File: src/rtl/adc_stat_pkg.sv
package adc_stat_pkg;
    localparam int REG_W  = 32;
    localparam int NLANE  = REG_W / 8;
    localparam logic [REG_W-1:0] CFG_WMASK = 32'h1FFF_E77F;
    localparam int BIT_RDY = 31;
    localparam int BIT_FLT = 30;
    localparam int BIT_EOS = 29;
    localparam int IEN_RDY = 15;
    localparam int IEN_FLT = 14;
    localparam int IEN_EOS = 13;
    localparam int RD_CLR_LANE = 3;

    typedef enum logic [1:0] {
        REF_OFF  = 2'd0,
        REF_WAIT = 2'd1,
        REF_UP   = 2'd2
    } ref_state_e;

    typedef struct packed {
        logic rdy;
        logic flt;
        logic eos;
    } stat_flags_t;
endpackage

File: src/rtl/adc_ref_fsm.sv
module adc_ref_fsm
    import adc_stat_pkg::*;
(
    input  logic clk,
    input  logic rst_n,
    input  logic mod_en,
    input  logic ref_ok,
    input  logic fault_in,
    output logic ready,
    output logic fault
);
    ref_state_e state_q, state_d;
    logic       fault_q;

    always_ff @(posedge clk or negedge rst_n) begin
        if (!rst_n) state_q <= REF_OFF;
        else        state_q <= state_d;
    end

    always_comb begin
        state_d = state_q;
        unique case (state_q)
            REF_OFF: begin
                if (mod_en) state_d = ref_ok ? REF_UP : REF_WAIT;
            end
            REF_WAIT: begin
                if (!mod_en)     state_d = REF_OFF;
                else if (ref_ok) state_d = REF_UP;
            end
            REF_UP: begin
                if (!mod_en)     state_d = REF_OFF;
                else if (!ref_ok) state_d = REF_WAIT;
            end
            default: state_d = REF_OFF;
        endcase
    end

    always_comb begin
        ready = (state_q == REF_UP);
    end

    always_ff @(posedge clk or negedge rst_n) begin
        if (!rst_n)                  fault_q <= 1'b0;
        else if (mod_en && fault_in) fault_q <= 1'b1;
        else if (!mod_en && ready)   fault_q <= 1'b0;
    end

    assign fault = fault_q;

    AST_RDY_OFF:   assert property (@(posedge clk) disable iff (!rst_n) !mod_en |=> !ready);
    AST_RDY_UP:    assert property (@(posedge clk) disable iff (!rst_n) (mod_en && ref_ok) |=> ready);
    AST_FLT_SET:   assert property (@(posedge clk) disable iff (!rst_n) (mod_en && fault_in) |=> fault);
    AST_FLT_NOSET: assert property (@(posedge clk) disable iff (!rst_n) (!fault && !(mod_en && fault_in)) |=> !fault);
    AST_FLT_HOLD:  assert property (@(posedge clk) disable iff (!rst_n) (fault && (mod_en || !ready)) |=> fault);
endmodule

File: src/rtl/adc_eos_flag.sv
module adc_eos_flag (
    input  logic clk,
    input  logic rst_n,
    input  logic scan_done,
    input  logic rd_clr,
    output logic eos
);
    logic eos_q;

    always_ff @(posedge clk or negedge rst_n) begin
        if (!rst_n)         eos_q <= 1'b0;
        else if (scan_done) eos_q <= 1'b1;
        else if (rd_clr)    eos_q <= 1'b0;
    end

    assign eos = eos_q;

    AST_EOS_SET:   assert property (@(posedge clk) disable iff (!rst_n) scan_done |=> eos);
    AST_EOS_HOLD:  assert property (@(posedge clk) disable iff (!rst_n) (eos && !rd_clr) |=> eos);
    AST_EOS_CLR:   assert property (@(posedge clk) disable iff (!rst_n) (rd_clr && !scan_done) |=> !eos);
    AST_EOS_QUIET: assert property (@(posedge clk) disable iff (!rst_n) (!eos && !scan_done) |=> !eos);
endmodule

File: src/rtl/adc_cfg_bank.sv
module adc_cfg_bank
    import adc_stat_pkg::*;
(
    input  logic             clk,
    input  logic             rst_n,
    input  logic             wr_go,
    input  logic [NLANE-1:0] lane_en,
    input  logic [REG_W-1:0] wdata,
    output logic [REG_W-1:0] cfg
);
    logic [REG_W-1:0] cfg_q;

    for (genvar l = 0; l < NLANE; l++) begin : g_lane
        always_ff @(posedge clk or negedge rst_n) begin
            if (!rst_n)
                cfg_q[l*8 +: 8] <= 8'h00;
            else if (wr_go && lane_en[l])
                cfg_q[l*8 +: 8] <= wdata[l*8 +: 8] & CFG_WMASK[l*8 +: 8];
        end

        AST_LANE_KEEP: assert property (@(posedge clk) disable iff (!rst_n)
            !(wr_go && lane_en[l]) |=> $stable(cfg_q[l*8 +: 8]));
    end

    assign cfg = cfg_q;

    AST_NO_WRITE: assert property (@(posedge clk) disable iff (!rst_n) !wr_go |=> $stable(cfg));
    AST_RSVD_ZERO: assert property (@(posedge clk) disable iff (!rst_n) 1'b1 |=> ((cfg & ~CFG_WMASK) == '0));
endmodule

File: src/rtl/adc_stat_reg.sv
module adc_stat_reg
    import adc_stat_pkg::*;
#(
    parameter int              ADDR_W     = 8,
    parameter logic [ADDR_W-1:0] REG_OFFSET = 8'h10
) (
    input  logic              clk,
    input  logic              rst_n,
    input  logic [ADDR_W-1:0] bus_addr,
    input  logic              bus_wr_en,
    input  logic              bus_rd_en,
    input  logic [3:0]        bus_be,
    input  logic [31:0]       bus_wdata,
    output logic [31:0]       bus_rdata,
    input  logic              mod_en,
    input  logic              ref_ok,
    input  logic              ref_fault,
    input  logic              scan_done,
    output logic              irq
);
    logic        hit;
    logic        wr_go;
    logic        rd_clr;
    logic [31:0] cfg;
    stat_flags_t flags;
    stat_flags_t ien;
    logic        irq_q;

    assign hit    = (bus_addr == REG_OFFSET);
    assign wr_go  = hit && bus_wr_en;
    assign rd_clr = hit && bus_rd_en && bus_be[RD_CLR_LANE];

    adc_ref_fsm u_ref (
        .clk      (clk),
        .rst_n    (rst_n),
        .mod_en   (mod_en),
        .ref_ok   (ref_ok),
        .fault_in (ref_fault),
        .ready    (flags.rdy),
        .fault    (flags.flt)
    );

    adc_eos_flag u_eos (
        .clk       (clk),
        .rst_n     (rst_n),
        .scan_done (scan_done),
        .rd_clr    (rd_clr),
        .eos       (flags.eos)
    );

    adc_cfg_bank u_cfg (
        .clk     (clk),
        .rst_n   (rst_n),
        .wr_go   (wr_go),
        .lane_en (bus_be),
        .wdata   (bus_wdata),
        .cfg     (cfg)
    );

    assign ien = '{rdy: cfg[IEN_RDY], flt: cfg[IEN_FLT], eos: cfg[IEN_EOS]};

    always_ff @(posedge clk or negedge rst_n) begin
        if (!rst_n) irq_q <= 1'b0;
        else        irq_q <= |(flags & ien);
    end

    assign irq = irq_q;

    always_comb begin
        bus_rdata = '0;
        if (hit) begin
            bus_rdata = cfg;
            bus_rdata[BIT_RDY] = flags.rdy;
            bus_rdata[BIT_FLT] = flags.flt;
            bus_rdata[BIT_EOS] = flags.eos;
        end
    end

    AST_IRQ_RISE: assert property (@(posedge clk) disable iff (!rst_n)
        ((flags.rdy && cfg[IEN_RDY]) || (flags.flt && cfg[IEN_FLT]) || (flags.eos && cfg[IEN_EOS])) |=> irq);
    AST_IRQ_QUIET: assert property (@(posedge clk) disable iff (!rst_n)
        !((flags.rdy && cfg[IEN_RDY]) || (flags.flt && cfg[IEN_FLT]) || (flags.eos && cfg[IEN_EOS])) |=> !irq);
    AST_MISS_ZERO: assert property (@(posedge clk) disable iff (!rst_n) !hit |-> (bus_rdata == '0));
endmodule

File: config.mk
export PLATFORM = sky130hd
export DESIGN_NAME = adc_stat_reg
export DESIGN_NICKNAME = d
export VERILOG_FILES = /design/src/rtl/adc_stat_pkg.sv /design/src/rtl/adc_ref_fsm.sv /design/src/rtl/adc_eos_flag.sv /design/src/rtl/adc_cfg_bank.sv /design/src/rtl/adc_stat_reg.sv
export SDC_FILE = /design/constraint.sdc
export NUM_CORES = 1
export LEC_CHECK = 0
export BUFFER_PORTS_ARGS = -buffer_cell sky130_fd_sc_hd__buf_2
export CAP_MARGIN = 20
export CORE_MARGIN = 4
export CORE_UTILIZATION = 43
export DETAILED_ROUTE_END_ITERATION = 16
export PLACE_DENSITY = 0.79
export SKIP_CTS_REPAIR_TIMING = 1
export SYNTH_ARGS = -nofsm -noshare
export SYNTH_HDL_FRONTEND = slang
export SYNTH_SLANG_ARGS = --single-unit
File: constraint.sdc
create_clock -name clk -period 2 [get_ports clk]
set_input_delay 0.5 -clock clk [delete_from_list [all_inputs] [get_ports clk]]
set_output_delay 0.5 -clock clk [all_outputs]
set_load 0.01 [all_outputs]
==> impl_metrics.csv, run 1 <==
group,metric,value,unit
outcome,outcome,"complete, no violations",
cts,cts_buffer_depth,2,
cts,numCtsBuffers,5,
grt,grt_pass1_vias,1246,
cts,cts_tree,"done",
timing,whs,196.8,ps
die,die_x,66.32,um
cts,clk_latency,330,ps
cts,cts.clk_slew.worst_paths,100,ps
setup_path,endpoint_kind,"output pin",
timing,finalSetupViolations,0,
placement,portBuffers,75,
synthesis,synth_ff_type,"dfrtp_1",
cts,cts.htree.levels,2,
synthesis,yosys-top-cells-count,"dfrtp_1 (31), and3_1 (28), mux2_2 (26)",
synthesis,synth_seq_cells,31,
grt,grt_max_degree,32,
layout,nNetsFinal,246,
synthesis,synth_cell_types,22,
synthesis,synth_area_leader_cell,"dfrtp_1",
timing,hold_violations,0,
setup_path,cp-start-kind,"input pin",
synthesis,synth_async_sr_flop_share,1.000,
timing,relSlewSlack,0.5497,
die,initial_core_util,0.4639,
detailed_routing,ant_nets,0,
synthesis,synth_warnings,0,
timing,final_max_slew_viol_count,0,
setup_path,cp_max_fo,10,
layout,diodes,0,
placement,hpwlAfterDp,2763,um
synthesis,yosysSeqAreaShare,0.5304,
pwr,peakVddDrop,0.4307,mV
timing,min_period,1961,ps
flow_run,cap_violations,0,
die,ioPinCount,85,
synthesis,yosysMostFrequentCell,"dfrtp_1",
synthesis,syn_area,1463,um2
timing,finalCritPeriodShare,0.9804,
detailed_routing,routed_wl,3630,um
grt,grt_pass1_wl,5782,um
pwr,power_density,594.4,nW/um2
die,die-height,66.32,um
min_path,hold_path.class,"input pin to asynchronous set/reset pin",
synthesis,synthCells,116,
cts,cts_sinks,31,
synthesis,synth_area_leaders,"dfrtp_1 (53%), mux2_2 (20%), and3_1 (12%)",
setup_path,arrival,1460,ps
setup_path,path_class,"input pin to output pin",
timing,rsz0062_at_grt,"true",
timing,timing.final.ws_setup,39.21,ps
detailed_routing,routed_via_density,4.941,
timing,max_freq,510.0,MHz
detailed_routing,drtIter0Drc,25,
synthesis,synth_edf_count,0,
detailed_routing,vias,1181,
layout,syn_to_final_growth,36.18,%
detailed_routing,wl_per_cell,15.19,um
grt,antenna_found_initial,0,
synthesis,avgSynthCellArea,12.61,um2
die,rows,20,
die,core,3153,um2
cts,clockRootBuffer,"clkbuf_4",
synthesis,synth_top_cell_area_share,0.5304,
timing,tightest_slew,675.5,ps
grt,gr-total-overflow,0,
setup_path,cp.required,1500,ps
placement,post-place-ws,-24.00,ps
die,die_area,4398,um2
layout,drive_above_1_share,0.6205,
grt,grt.total_usage,0.1813,
detailed_routing,drc,0,
detailed_routing,drtPass1Iterations,4,
pwr,power.leakage,1.233,nW
placement,routabilityCongestion,0.7107,
timing,finClkSkew,1.299,ps
stage by stage:
step	utilization	instances	total power, mW	setup TNS (ps)	cell area [um2]
2_1_floorplan	-	118	0.7035	0	1470
3_3_place_gp	0.5996	231	0.7681	0	1891
3_5_place_dp	0.5996	231	0.7741	-91.75	1891
4_1_cts	0.6214	239	1.196	-1.818	1959
5_1_grt	0.6317	239	1.252	-83.01	1992
6_report	0.6317	239	1.184	0	1992
sequential cells by signal (all words and copies together) (netlist names):
| register | flops |
|---|---|
| u_ref.state_q | 2 |
| u_ref.fault | 1 |
| irq | 1 |
| u_cfg.cfg | 26 |
| u_eos.eos | 1 |
metal layers:
layer	up-vias	global-route usage	wire, um	share of wire
met5	-	0	0	0
met4	0	0.06091	42	0.012
met3	5	0.07483	277	0.076
met2	44	0.3098	1941	0.53
met1	563	0.2022	1368	0.38
li1	569	-	-	-
cell families after synthesis:
| kind of cell | synth area share |
|---|---|
| and+or+nand+nor | 0.1976 |
| other | 0.002564 |
| buffers and inverters | 0.04363 |
| DFF | 0.5304 |
| muxes | 0.2002 |
| AOI/OAI and AO/OA | 0.02567 |
layout make-up:
cell class              instances  area (um2)
repair buffers                 79       440.4
clock buffers                   8       68.82
multi-input cells              74       640.6
flip-flops and latches         31       775.7
fillers                       294        1161
inverters                       3       11.26
well taps                      44       55.05
path summary, 6_finish.rpt:
path                       cells past startpoint                       from                      endpoint  slack, ps
max                                            5                bus_addr[6]                  bus_rdata[6]         40
min                                            1                      rst_n     u_cfg.cfg[17]$_DFFE_PN0P_        200
max reg2reg                                    2  u_cfg.cfg[14]$_DFFE_PN0P_                 irq$_DFF_PN0_       1040
min reg2reg                                    1  u_cfg.cfg[25]$_DFFE_PN0P_     u_cfg.cfg[25]$_DFFE_PN0P_        500
max in group asynchronous                      1                      rst_n      u_cfg.cfg[0]$_DFFE_PN0P_       1370
min in group clk                               2                     ref_ok  u_ref.state_q[0]$_DFFE_PN0P_        320
where the power goes:
part	switching, mW	leakage (nW)	internal, mW	total (mW)
clock network	0.213	0.0386	0.207	0.419
logic	0.0503	0.774	0.0576	0.108
registers	0.0104	0.420	0.646	0.657
total	0.273	1.23	0.911	1.18
worst max-delay path, cell delays in order:
cell and delay (ps):
buf_2 120, nor4_4 320, buf_4 220, and3_2 180, buf_2 120
cells in the final DEF (no fill, tap or decap), drive strengths merged:
| master | count |
|---|---|
| nor4b | 1 |
| a22o | 1 |
| conb | 3 |
| inv | 3 |
| and4 | 2 |
| and3 | 29 |
| a31oi | 1 |
| a41oi | 1 |
| or2 | 1 |
| clkbuf | 8 |
| nand2 | 2 |
| nor2 | 1 |
| mux2 | 26 |
| dfrtp | 31 |
| nor4 | 1 |
| a21oi | 1 |
| buf | 79 |
| a31o | 1 |
| nand4 | 3 |
Power figures use the tool's default switching activity.
==> inputs of run 2 (changes only) <==
PLACE_DENSITY = not set   (was 0.79)
PLACE_DENSITY_LB_ADDON = 0.08   (was not set)
SETUP_SLACK_MARGIN = 0.3   (was not set)
==> run 2 against run 1 <==
Non-clock buffer count grew 12; critical path depth grew 1; power grew 9.8%; global-route usage shrank 1.9 points; clock-buffer cell count shrank 2; flip-flop and latch count is the same; die area is the same; sequential share of layout area shrank 7.1 points; critical endpoint is now bus_rdata[30].
==> impl_metrics.csv, run 2 (same netlist as run 1, synthesis figures left out) <==
group,metric,value,unit
cts,numCtsBuffers,5,
layout,final_cell_mix,"buf_2 (47), buf_6 (33), dfrtp_1 (31)",
placement,post-place-cells,232,
timing,relSlewSlack,0.5470,
setup_path,cp.required,1500,ps
layout,layout_commonest_cell,"buf_2",
setup_path,cp-start-kind,"input pin",
detailed_routing,drtIter0Drc,40,
layout,nNetsFinal,258,
timing,finalSetupViolations,0,
timing,max_freq,500.4,MHz
pwr,power_density,533.7,nW/um2
detailed_routing,vias,1284,
setup_path,r2r_end,"irq$_DFF_PN0_",
pwr,pwr-share-seq,0.507,
grt,grt_pass1_wl,5388,um
cts,cts.clk_slew.worst_paths,90,ps
placement,hpwlAfterDp,2653,um
placement,post-place-ws,-42.75,ps
die,die_x,66.32,um
timing,tightest_slew,679.5,ps
die,rows,20,
timing,finClkSkew,3.274,ps
detailed_routing,routed_wl,4143,um
detailed_routing,routed_via_density,5.116,
placement,portBuffers,75,
setup_path,arrival,1500,ps
layout,stdcell_area,2435,um2
die,die-height,66.32,um
detailed_routing,wl_per_cell,16.51,um
grt,gr-total-overflow,0,
grt,grt_pass1_vias,1246,
cts,clockRootBuffer,"clkbuf_4",
flow_run,cap_violations,0,
pwr,swShare,0.2197,
grt,antenna_found_initial,0,
setup_path,cp_max_fo,6,
die,core,3153,um2
timing,finalCritPeriodShare,0.9992,
outcome,outcome,"complete, no violations",
timing,rsz0062_at_grt,"true",
setup_path,path_class,"input pin to output pin",
pwr,power.leakage,1.301,nW
layout,fin_util,0.7722,
cts,cts_buffer_depth,2,
layout,diodes,0,
cts,cts_sinks,31,
setup_path,r2r_slack,1030,ps
pwr,clkPwrFrac,0.393,
pwr,p_int,1.014,mW
detailed_routing,ant_nets,0,
min_path,hold_path.class,"input pin to asynchronous set/reset pin",
die,initial_core_util,0.4639,
die,ioPinCount,85,
grt,grt.total_usage,0.1626,
cts,cts.htree.levels,2,
layout,syn_to_final_growth,66.47,%
die,die_area,4398,um2
layout,drive_above_1_share,0.7488,
setup_path,r2r_start,"u_cfg.cfg[14]$_DFFE_PN0P_",
timing,timing.final.ws_setup,1.618,ps
timing,min_period,1998,ps
detailed_routing,drc,0,
timing,hold_violations,0,
pwr,power_frac_comb,0.101,
pwr,peakVddDrop,0.5256,mV
timing,final_max_slew_viol_count,0,
layout,nFillCells,212,
layout,fin_cells,251,
detailed_routing,drtPass1Iterations,4,
pwr,p_sw,0.2855,mW
layout,largest_reg_flops,26,
placement,routabilityCongestion,0.6829,
setup_path,endpoint_kind,"output pin",
placement,place_area,1901,um2
cts,cts_tree,"done",
cts,clk_latency,330,ps
grt,grt_max_degree,32,
setup_path,r2r_cells,2,
==> run 2: cell types whose count changed in the layout (fill, tap and decap cells not counted), moves of 2 or more <==
cell / previous run / this run
and3_1: 26 / 6
and3_4: 2 / 22
and4_4: 0 / 2
buf_2: 72 / 47
buf_4: 2 / 6
buf_6: 4 / 33
clkbuf_16: 0 / 3
==> run 2: how the worst max path moves through the flow <==
stage | from | endpoint | cells past startpoint
6_report | bus_addr[1] | bus_rdata[30] | 6
5_1_grt | bus_addr[1] | bus_rdata[4] | 6
4_1_cts | bus_addr[2] | bus_rdata[31] | 5
3_5_place_dp | bus_addr[5] | u_cfg.cfg[23]$_DFFE_PN0P_ | 5
3_3_place_gp | bus_addr[2] | bus_rdata[31] | 5
2_1_floorplan | bus_addr[5] | bus_rdata[31] | 3
==> run 2: power groups by stage <==
stage / Combinational (mW) / Clock [mW] / Sequential (mW)
2_1_floorplan: 0.0380 / 0 / 0.666
3_3_place_gp: 0.102 / 0 / 0.668
3_5_place_dp: 0.106 / 0 / 0.669
4_1_cts: 0.106 / 0.519 / 0.657
5_1_grt: 0.144 / 0.547 / 0.661
6_report: 0.131 / 0.510 / 0.659
==> run 2: routing by layer <==
| metal | part of all wire | wire length (um) | vias to the layer above | GRT usage |
|---|---|---|---|---|
| met5 | 0 | 0 | - | 0 |
| met4 | 0.013 | 55 | 0 | 0.04822 |
| met3 | 0.077 | 317 | 7 | 0.05952 |
| met2 | 0.52 | 2162 | 54 | 0.2887 |
| met1 | 0.39 | 1608 | 625 | 0.1795 |
| li1 | - | - | 598 | - |
==> run 2: critical path: stages <==
cell and delay [ps]:
buf_6 90, nor4b_4 300, buf_6 180, clkbuf_16 150, and3_4 170, buf_6 100
==> run 2: through the flow <==
step	hold WS [ps]	TNS, ps	total power [mW]
4_1_cts	211.3	-25.37	1.281
6_report	202.3	0	1.299
3_3_place_gp	478.6	-115.9	0.7699
3_5_place_dp	487.0	-312.9	0.7747
5_1_grt	242.8	-190.8	1.352
2_1_floorplan	204.4	0	0.7043
==> run 2: cell type report <==
class | count | area [um2] | share of cell area
clock buffer | 6 | 51.30 | 0.02107
clock inverter | 2 | 35.03 | 0.01439
inverter | 3 | 11.26 | 0.004625
multi-input combinational | 74 | 744.5 | 0.3058
sequential | 31 | 775.7 | 0.3186
tap | 44 | 55.05 | 0.02261
timing repair buffer | 91 | 762.0 | 0.3129
